**config.mk**
```make
export PLATFORM = sky130hd
export DESIGN_NAME = idata_addr_resolver
export DESIGN_NICKNAME = d
export VERILOG_FILES = /design/src/rtl/idata_pkg.sv /design/src/rtl/idata_bank_map.sv /design/src/rtl/idata_bit_map.sv /design/src/rtl/idata_bit_modify.sv /design/src/rtl/idata_addr_resolver.sv
export SDC_FILE = /design/constraint.sdc
export NUM_CORES = 1
export LEC_CHECK = 0
export ABC_AREA = 1
export ABC_CLOCK_PERIOD_IN_PS = 1600
export BUFFER_PORTS_ARGS = -buffer_cell sky130_fd_sc_hd__buf_2
export CELL_PAD_IN_SITES_DETAIL_PLACEMENT = 1
export CELL_PAD_IN_SITES_GLOBAL_PLACEMENT = 2
export CORE_ASPECT_RATIO = 0.9
export CORE_UTILIZATION = 27
export CTS_BUF_LIST = sky130_fd_sc_hd__clkbuf_4 sky130_fd_sc_hd__clkbuf_8 sky130_fd_sc_hd__clkbuf_16
export CTS_CLUSTER_SIZE = 24
export DETAILED_ROUTE_END_ITERATION = 12
export GPL_TIMING_DRIVEN = 0
export PLACE_DENSITY = 0.78
export SETUP_SLACK_MARGIN = 0.4
export SLEW_MARGIN = 20
export SYNTH_ARGS = -nofsm -noshare
export SYNTH_HDL_FRONTEND = slang
export SYNTH_HIERARCHICAL = 1
export SYNTH_SLANG_ARGS = --single-unit
```
**constraint.sdc**
```tcl
create_clock -name clk -period 1.6 [get_ports clk]
set_input_delay 0.32 -clock clk [delete_from_list [all_inputs] [get_ports clk]]
set_output_delay 0.32 -clock clk [all_outputs]
set_load 0.005 [all_outputs]
```
**src/rtl/idata_pkg.sv**
```systemverilog
package idata_pkg;

    typedef enum logic [1:0] {
        MODE_DIRECT   = 2'b00,
        MODE_REG      = 2'b01,
        MODE_INDIRECT = 2'b10,
        MODE_BIT      = 2'b11
    } opnd_mode_e;

    typedef enum logic [2:0] {
        BOP_TEST     = 3'b000,
        BOP_SET      = 3'b001,
        BOP_CLEAR    = 3'b010,
        BOP_TOGGLE   = 3'b011,
        BOP_TEST_CLR = 3'b100
    } bit_op_e;

    typedef enum logic [2:0] {
        S_IDLE,
        S_PTR_RD,
        S_PTR_CAP,
        S_ACC_RD,
        S_ACC_CAP,
        S_WRITE,
        S_DONE
    } fsm_state_e;

endpackage

```
**src/rtl/idata_bank_map.sv**
```systemverilog
// Working-register number plus bank select -> RAM byte address.
module idata_bank_map #(
    parameter int ADDR_W        = 8,
    parameter int NUM_BANKS     = 4,
    parameter int REGS_PER_BANK = 8,
    localparam int BANK_W       = $clog2(NUM_BANKS),
    localparam int REG_W        = $clog2(REGS_PER_BANK)
) (
    input  logic [BANK_W-1:0] bank_i,
    input  logic [REG_W-1:0]  reg_i,
    output logic [ADDR_W-1:0] addr_o
);

    // Banks are packed back to back from address zero.
    assign addr_o = ADDR_W'({bank_i, reg_i});

endmodule

```
**src/rtl/idata_bit_map.sv**
```systemverilog
// Bit address -> containing byte, space select and bit position.
module idata_bit_map #(
    parameter int              ADDR_W        = 8,
    parameter int              DATA_W        = 8,
    parameter logic [ADDR_W-1:0] BIT_AREA_BASE = 8'h20,
    localparam int             IDX_W         = $clog2(DATA_W)
) (
    input  logic [ADDR_W-1:0] bit_addr_i,
    output logic [ADDR_W-1:0] byte_addr_o,
    output logic              is_sfr_o,
    output logic [IDX_W-1:0]  idx_o
);

    logic [ADDR_W-IDX_W-1:0] byte_sel;

    assign byte_sel = bit_addr_i[ADDR_W-1:IDX_W];
    assign idx_o    = bit_addr_i[IDX_W-1:0];
    assign is_sfr_o = bit_addr_i[ADDR_W-1];

    always_comb begin
        if (is_sfr_o) begin
            // Upper half: the byte address is the bit address with the
            // position bits cleared.
            byte_addr_o = {byte_sel, IDX_W'(0)};
        end else begin
            // Lower half: folds onto a window of RAM bytes.
            byte_addr_o = BIT_AREA_BASE + ADDR_W'(byte_sel);
        end
    end

endmodule

```
**src/rtl/idata_bit_modify.sv**
```systemverilog
// Computes the written-back byte for a single-bit operation.
module idata_bit_modify
    import idata_pkg::*;
#(
    parameter int DATA_W = 8,
    localparam int IDX_W = $clog2(DATA_W)
) (
    input  logic [2:0]        op_i,
    input  logic [DATA_W-1:0] byte_i,
    input  logic [IDX_W-1:0]  idx_i,
    output logic [DATA_W-1:0] byte_o,
    output logic              old_bit_o,
    output logic              write_o
);

    assign old_bit_o = byte_i[idx_i];

    for (genvar g = 0; g < DATA_W; g++) begin : g_bit
        logic hit;
        assign hit = (idx_i == IDX_W'(g));
        always_comb begin
            byte_o[g] = byte_i[g];
            if (hit) begin
                case (op_i)
                    BOP_SET:      byte_o[g] = 1'b1;
                    BOP_CLEAR:    byte_o[g] = 1'b0;
                    BOP_TOGGLE:   byte_o[g] = ~byte_i[g];
                    BOP_TEST_CLR: byte_o[g] = 1'b0;
                    default:      byte_o[g] = byte_i[g];
                endcase
            end
        end
    end

    always_comb begin
        case (op_i)
            BOP_SET, BOP_CLEAR, BOP_TOGGLE: write_o = 1'b1;
            BOP_TEST_CLR:                   write_o = old_bit_o;
            default:                        write_o = 1'b0;
        endcase
    end

endmodule

```
**src/rtl/idata_addr_resolver.sv**
```systemverilog
module idata_addr_resolver
    import idata_pkg::*;
#(
    parameter int                ADDR_W        = 8,
    parameter int                DATA_W        = 8,
    parameter int                NUM_BANKS     = 4,
    parameter int                REGS_PER_BANK = 8,
    parameter int                BANK_LSB      = 3,
    parameter logic [ADDR_W-1:0] BIT_AREA_BASE = 8'h20,
    localparam int               BANK_W        = $clog2(NUM_BANKS),
    localparam int               REG_W         = $clog2(REGS_PER_BANK),
    localparam int               IDX_W         = $clog2(DATA_W)
) (
    input  logic              clk,
    input  logic              rst_n,
    input  logic              req_valid,
    input  logic [1:0]        req_mode,
    input  logic [2:0]        req_op,
    input  logic [ADDR_W-1:0] req_operand,
    input  logic [DATA_W-1:0] psw,
    output logic              busy,
    output logic              done,
    output logic [DATA_W-1:0] result_byte,
    output logic              result_bit,
    output logic [IDX_W-1:0]  bit_index,
    output logic [ADDR_W-1:0] mem_addr,
    output logic              mem_sfr_sel,
    output logic              mem_rd,
    output logic              mem_wr,
    output logic [DATA_W-1:0] mem_wdata,
    input  logic [DATA_W-1:0] mem_rdata
);

    fsm_state_e  state, state_nx;
    opnd_mode_e  mode_q, mode_in;
    logic [2:0]  op_q;
    logic [ADDR_W-1:0] tgt_addr_q, tgt_addr_c;
    logic        tgt_sfr_q, tgt_sfr_c;
    logic [IDX_W-1:0]  idx_q;
    logic [DATA_W-1:0] byte_q, wdata_q;
    logic        bitv_q;

    logic [BANK_W-1:0] bank_c;
    logic [REG_W-1:0]  reg_c;
    logic [ADDR_W-1:0] reg_addr_c;
    logic [ADDR_W-1:0] bit_byte_c;
    logic        bit_sfr_c;
    logic [IDX_W-1:0]  bit_idx_c;
    logic [DATA_W-1:0] mod_byte;
    logic        mod_old_bit, mod_write;
    logic        accept, wb_needed;

    assign mode_in = opnd_mode_e'(req_mode);
    assign accept  = (state == S_IDLE) && req_valid;
    assign bank_c  = psw[BANK_LSB +: BANK_W];
    // Indirect operands can only name the first two registers of a bank.
    assign reg_c   = (mode_in == MODE_INDIRECT) ? REG_W'(req_operand[0])
                                                 : req_operand[REG_W-1:0];

    idata_bank_map #(
        .ADDR_W        (ADDR_W),
        .NUM_BANKS     (NUM_BANKS),
        .REGS_PER_BANK (REGS_PER_BANK)
    ) u_bank (
        .bank_i (bank_c),
        .reg_i  (reg_c),
        .addr_o (reg_addr_c)
    );

    idata_bit_map #(
        .ADDR_W        (ADDR_W),
        .DATA_W        (DATA_W),
        .BIT_AREA_BASE (BIT_AREA_BASE)
    ) u_bitmap (
        .bit_addr_i  (req_operand),
        .byte_addr_o (bit_byte_c),
        .is_sfr_o    (bit_sfr_c),
        .idx_o       (bit_idx_c)
    );

    idata_bit_modify #(
        .DATA_W (DATA_W)
    ) u_modify (
        .op_i      (op_q),
        .byte_i    (mem_rdata),
        .idx_i     (idx_q),
        .byte_o    (mod_byte),
        .old_bit_o (mod_old_bit),
        .write_o   (mod_write)
    );

    assign wb_needed = (mode_q == MODE_BIT) && mod_write;

    // First target of the request (for indirect: the pointer register).
    always_comb begin
        unique case (mode_in)
            MODE_DIRECT: begin
                tgt_addr_c = req_operand;
                tgt_sfr_c  = req_operand[ADDR_W-1];
            end
            MODE_REG, MODE_INDIRECT: begin
                tgt_addr_c = reg_addr_c;
                tgt_sfr_c  = 1'b0;
            end
            MODE_BIT: begin
                tgt_addr_c = bit_byte_c;
                tgt_sfr_c  = bit_sfr_c;
            end
            default: begin
                tgt_addr_c = '0;
                tgt_sfr_c  = 1'b0;
            end
        endcase
    end

    // State register.
    always_ff @(posedge clk) begin
        if (!rst_n) state <= S_IDLE;
        else        state <= state_nx;
    end

    // Transitions.
    always_comb begin
        state_nx = state;
        unique case (state)
            S_IDLE:    if (req_valid) state_nx = (mode_in == MODE_INDIRECT) ? S_PTR_RD : S_ACC_RD;
            S_PTR_RD:  state_nx = S_PTR_CAP;
            S_PTR_CAP: state_nx = S_ACC_RD;
            S_ACC_RD:  state_nx = S_ACC_CAP;
            S_ACC_CAP: state_nx = wb_needed ? S_WRITE : S_DONE;
            S_WRITE:   state_nx = S_DONE;
            S_DONE:    state_nx = S_IDLE;
            default:   state_nx = S_IDLE;
        endcase
    end

    // Datapath registers.
    always_ff @(posedge clk) begin
        if (!rst_n) begin
            mode_q     <= MODE_DIRECT;
            op_q       <= '0;
            tgt_addr_q <= '0;
            tgt_sfr_q  <= 1'b0;
            idx_q      <= '0;
            byte_q     <= '0;
            wdata_q    <= '0;
            bitv_q     <= 1'b0;
        end else begin
            if (accept) begin
                mode_q     <= mode_in;
                op_q       <= req_op;
                tgt_addr_q <= tgt_addr_c;
                tgt_sfr_q  <= tgt_sfr_c;
                idx_q      <= (mode_in == MODE_BIT) ? bit_idx_c : '0;
            end
            if (state == S_PTR_CAP) begin
                // Indirect targets always live in RAM.
                tgt_addr_q <= ADDR_W'(mem_rdata);
                tgt_sfr_q  <= 1'b0;
            end
            if (state == S_ACC_CAP) begin
                byte_q  <= mem_rdata;
                wdata_q <= mod_byte;
                bitv_q  <= (mode_q == MODE_BIT) ? mod_old_bit : 1'b0;
            end
        end
    end

    // Outputs.
    always_comb begin
        mem_rd      = 1'b0;
        mem_wr      = 1'b0;
        mem_addr    = '0;
        mem_sfr_sel = 1'b0;
        mem_wdata   = '0;
        done        = 1'b0;
        unique case (state)
            S_PTR_RD: begin
                mem_rd   = 1'b1;
                mem_addr = tgt_addr_q;
            end
            S_ACC_RD: begin
                mem_rd      = 1'b1;
                mem_addr    = tgt_addr_q;
                mem_sfr_sel = tgt_sfr_q;
            end
            S_WRITE: begin
                mem_wr      = 1'b1;
                mem_addr    = tgt_addr_q;
                mem_sfr_sel = tgt_sfr_q;
                mem_wdata   = wdata_q;
            end
            S_DONE:  done = 1'b1;
            default: ;
        endcase
    end

    assign busy        = (state != S_IDLE);
    assign result_byte = byte_q;
    assign result_bit  = bitv_q;
    assign bit_index   = idx_q;

endmodule

```
# Word level (Yosys, flattened, before mapping)
# Index checks and enable logic that the tools add are counted.
# op_classes
add_sub_neg,1
magnitude_cmp,1
eq_ne,22
mux,37
n_bitwise,9
n_reduce_logical,15
# op_table
cell,n
8-bit two-way mux,5
"3-bit == test, second input constant",8
1-bit one-hot mux with 3 select lines,8
8-bit one-hot mux with 3 select lines,1
"3-bit by 2-bit == test with 1-bit output, second input constant",6
3-bit one-hot mux with 6 select lines,1
1-bit two-way mux,14
2-bit OR reduction,6
"3-bit by 1-bit == test with 1-bit output, second input constant",3
3-bit two-way mux,3
1-bit NOT,9
"6-bit by 5-bit adder with 7-bit output, first input constant",1
"2-bit == test, second input constant",3
3-bit zero test,2
3-bit OR reduction,2
"3-bit by 4-bit less-than comparator with 1-bit output, second input constant",1
2-bit two-way mux,2
1-bit one-hot mux with 2 select lines,2
1-bit binary-select mux with 3-bit select,1
3-bit nonzero test,1
"2-bit by 1-bit == test with 1-bit output, second input constant",1
1-bit logical AND,2
2-bit zero test,1
"2-bit inequality test, second input constant",1
2-bit nonzero test,1
# totals
ff_bits,37
in_bits,32
out_inout_bits,33
word_cells,94

# Logic depth before layout (Yosys ltp)
# depth
word_depth,6
ltp_mapped,12

# Cells and area by module
# Netlist, hierarchy kept.
# modules_own_cells
mod,instances,cells_each,area_each_um2,seq_area_each_um2
idata_addr_resolver,1,265,1783.0,740.7
idata_bit_modify,1,78,361.6,0.0
idata_bit_map,1,21,105.1,0.0
idata_bank_map,1,9,63.8,0.0

# Worst setup path after synthesis
# OpenSTA, ideal clock, no wires.
# synth_path
kind,input port to flip-flop
start,in req_mode[0]
end,reg tgt_addr_q[6]
setup_time_ns,0.128
arrival_ns,1.192
t_required_ns,1.472
slack_ns,0.281
cell_stages,9
cell_sequence,inv_1 ha_1 inv_1 buf_2 nand3_1 o21ai_0 nor2_1 nor2_1 nor2_1
# synth_between
elab_chain_len,5
# synth_rtl
item,line,rtl
start: declaration,idata_addr_resolver.sv:17,"input logic [1:0] req_mode,"
2-bit == test / 2-bit by 1-bit == test with 1-bit output (equally long branches),idata_addr_resolver.sv:96,unique case (mode_in)
2-bit OR reduction,idata_addr_resolver.sv:96,
8-bit one-hot mux with 3 select lines (*),idata_addr_resolver.sv:96,
8-bit two-way mux (*),idata_addr_resolver.sv:149,if (accept) begin
8-bit two-way mux (*),idata_addr_resolver.sv:156,if (state == S_PTR_CAP) begin
end signal: assignment,idata_addr_resolver.sv:152,tgt_addr_q <= tgt_addr_c;
end signal: assignment,idata_addr_resolver.sv:158,tgt_addr_q <= ADDR_W'(mem_rdata);
end: declaration,idata_addr_resolver.sv:37,"logic [ADDR_W-1:0] tgt_addr_q, tgt_addr_c;"
# Mark *: on every way between the ends. The rest lies on a longest branch, timed or not. The select of a mux whose other input is x is not followed.
# A chain may end at the register's enable or synchronous reset.

# Worst setup path in the final report
# layout_path
start,reg state[2]
end,out mem_addr[1]
# layout_between
elab_chain_len,3
# layout_rtl
item,line,rtl
start: declaration,idata_addr_resolver.sv:34,"fsm_state_e state, state_nx;"
start signal: assignment,idata_addr_resolver.sv:119,else state <= state_nx;
"3-bit == test, or another cell as far along",idata_addr_resolver.sv:177,unique case (state)
3-bit OR reduction (no line) (*),n/a,
8-bit two-way mux (*),idata_addr_resolver.sv:177,
end: declaration,idata_addr_resolver.sv:26,"output logic [ADDR_W-1:0] mem_addr,"
# Mark *: on every way between the ends. The rest lies on a longest branch, timed or not.

==> flow_summary.yaml <==
status:
  status: "complete, but fails checks"
  violations: "setup timing"
logic_synthesis:
  syn_area_per_cell_um2: 6.20
  synth.area.top_cells: "dfxtp_1, nand2_1, nor2_1, o21ai_0, inv_1"
  synth_seq_cells: 37
  postSynthCellCount: 373
  synth_largest_area_cell: "dfxtp_1"
  synth_area_mm2: 0.00231
  synth_cell_types: 30
  yosysTopAreaCellShare_pct: 32.0
  yosysWarnings: 6
  seq_area_frac_synth_pct: 32.0
worst_setup_path:
  end_kind: "output pin"
  slowest_delay_ns: 0.39
  r2r_slack_ns: 0.04
  path_cells: "inv_2, o21ai_4, buf_12, nor2_1, buf_2"
  setup.worst_path.start: "state[2]$_SDFFE_PN0P_"
  critPathCapture: "mem_addr[1]"
  worst_ep_arrival_time_ns: 1.34
  critPathSlowestCell: "dfxtp_4"
  crit_cells: 5
  reg2reg_from: "state[0]$_SDFFE_PN0P_"
  worstSetupStartpointType: "register"
  path_class: "register to output pin"
  cp_top_family: "buffers and inverters"
  worstPathRequired_ns: 1.28
  crit_buf_inv: 3
  reg2reg_to: "bit_index[2]$_SDFFE_PN0P_"
  worst-path-max-fanout: 8
  rr_worst_depth: 9
finish:
  nets: 519
  area_growth_syn_to_layout_pct: 78.7
  n_fill_cell: 1026
  fin_util_pct: 50.5
  diodes: 0
  drive_above_1_share_pct: 55.1
sta:
  maxSlewHeadroom_pct: 40.3
  fmax_ghz: 0.603
  slew_viol_final: 0
  hold_viol: 0
  setup_ws_ns: -0.0580
  max_slew.worst_pin.slew_ns: 0.895
  clock_skew_ns: 0.0123
  fin_crit_sh_pct: 104
  rsz0062_at_grt: "true"
  finalSetupViolations: 15
  fin_setup_tns_ns: -0.488
  hold_ws_ns: 0.283
  fin_crit_ns: 1.66
route:
  wl_per_cell_um: 15.3
  met2_length_um: 4640
  wirelength_um: 9180
  drt_iter0_markers: 53
  drt-met1-wl_um: 4270
  wl_met3_um: 204
  vias_per_cell: 4.54
  ant_nets: 0
  via_count: 2724
  first_pass_iters: 4
  drc: 0
  highest_layer: "met4"
global_route:
  grt_pass1_vias: 2732
  grt_max_degree: 14
  overflow: 0
  antenna_found_initial: 0
  grt_use_total_pct: 20.9
  grt_first_pass_wirelength_um: 14400
power:
  peakVddDrop_v: 0.000527
  p_leak_nw: 1.81
  power_density_mw_per_mm2: 857
clock_tree:
  cts_root_buf: "clkbuf_8"
  h-tree-depth: 2
  clk_latency_ns: 0.30
  cts_tree: "done"
  clock_path_buffers: 2
  cts-buffers-inserted: 5
  clk_pin_slew_ns: 0.09
  clock_sinks: 37
die:
  die_h_um: 89.8
  io_pins: 65
  die_x_um: 99.6
  start_util_pct: 28.3
  core_mm2: 0.00818
  dieArea_mm2: 0.00894
  num_rows: 31
placed_design:
  place_ws_ns: 0.0302
  io_buffers: 56
  hpwl_um: 6090
  gp_congestion: 0.803
job:
  drv_cap: 0
worst_hold_path:
  min_path_type: "input port to register"
## layout make-up
type | instances | area [µm²] | area share [%]
multi-input cells | 265 | 1830 | 44.2
repair buffers | 101 | 795 | 19.2
flip-flops and latches | 37 | 763 | 18.5
plain buffers | 26 | 238 | 5.75
inverters | 47 | 224 | 5.42
well taps | 115 | 144 | 3.48
clock buffers | 5 | 68.8 | 1.66
clock inverters | 3 | 68.8 | 1.66
repair inverters | 1 | 7.51 | 0.182
## registers in the layout, summed over array words and instances, names as in the netlist
signal       count
wdata_q          8
result_byte      8
result_bit       1
op_q             3
bit_index        3
mode_q           2
tgt_sfr_q        1
tgt_addr_q       8
state            3
## stage by stage
step                total power [mW]  instance area (µm²)  instances
CTS                             3.37                 3740        589
global route                    3.74                 4130        600
finish                          3.54                 4130        600
global placement                1.79                 2790        546
floorplan                       1.56                 2370        375
detailed placement              1.81                 2790        546
## tightest hold or removal path, cell delays in order
cell and delay [ns]:
buf_2 0.10, nand2_1 0.07, a21oi_2 0.05
## power breakdown
part / switching [mW] / internal [mW]
logic: 0.768 / 0.677
clock network: 0.397 / 0.629
registers: 0.0654 / 1.01
## cells in the mapped netlist
cell / count
nand2_1: 89
nor2_1: 61
inv_1: 39
dfxtp_1: 37
o21ai_0: 30
nand3_1: 28
a21oi_1: 25
buf_4: 14
o21ai_1: 9
inv_2: 6
buf_2: 5
clkbuf_1: 4
buf_6: 3
ha_1: 3
nand2_4: 2
nor2_2: 2
nor3_1: 2
o211ai_1: 2
a21boi_1: 1
a22o_1: 1
and2_1: 1
clkinv_1: 1
clkinv_4: 1
conb_1: 1
nand3_2: 1
nand3_4: 1
nand4_1: 1
nor2_4: 1
o21ai_2: 1
o21bai_2: 1
## cells in the final DEF, fill, tap and decap left out, types with 2 or more instances in the layout
cell type / instances
nand2_1: 66
buf_2: 55
nor2_1: 41
buf_4: 37
inv_1: 32
dfxtp_1: 29
o21ai_2: 22
a21oi_2: 17
nand3_1: 17
buf_6: 17
nor2_4: 16
nand2_2: 13
nand2_4: 11
nand3_4: 8
o21ai_1: 8
nor2_2: 7
a21oi_1: 7
inv_2: 6
o21ai_4: 6
clkbuf_8: 6
buf_8: 6
buf_12: 6
nand3_2: 5
dfxtp_4: 5
o21ai_0: 4
inv_4: 3
inv_6: 3
clkbuf_1: 3
dfxtp_2: 3
conb_1: 3
o211ai_1: 2
clkinv_4: 2
ha_1: 2
bufinv_16: 2
## cell families after synthesis
kind of cell | Yosys count | synth area share, %
adder cells (fa/ha/maj) | 3 | 1.62
buffers and inverters | 73 | 15.6
AND/OR/NAND/NOR | 189 | 34.6
other | 1 | 0.162
AO/OA/AOI/OAI | 70 | 16.1
flip-flops | 37 | 32.0
## worst min path at each step
stage | start | end | slack (ns) | depth (start not counted)
after global routing | req_op[2] | op_q[2]$_SDFFE_PN0P_ | 0.26 | 3
after global placement | wdata_q[2]$_SDFFE_PN0N_ | wdata_q[2]$_SDFFE_PN0N_ | 0.44 | 2
after CTS | req_op[2] | op_q[2]$_SDFFE_PN0P_ | 0.26 | 3
after detailed placement | wdata_q[3]$_SDFFE_PN0N_ | wdata_q[3]$_SDFFE_PN0N_ | 0.45 | 2
after floorplan | wdata_q[0]$_SDFFE_PN0N_ | wdata_q[0]$_SDFFE_PN0N_ | 0.43 | 2
final | req_op[2] | op_q[2]$_SDFFE_PN0P_ | 0.28 | 3
## metal layers
layer  vias up  GRT usage, %
li1       1383             -
met1      1297          28.0
met2        40          35.3
met3         4          3.50
met4         0          4.04
met5         -             0
## what timing repair did
action | 4_1_cts | 5_1_grt
endpoints found under the setup margin | 57 | 60
cloned | 4 | 1
hold buffers | 0 | 0
resized for setup | 154 | 72
pin swaps | 32 | 29
setup buffers | 31 | 10
Note: power is estimated with default switching activity, not from simulation.
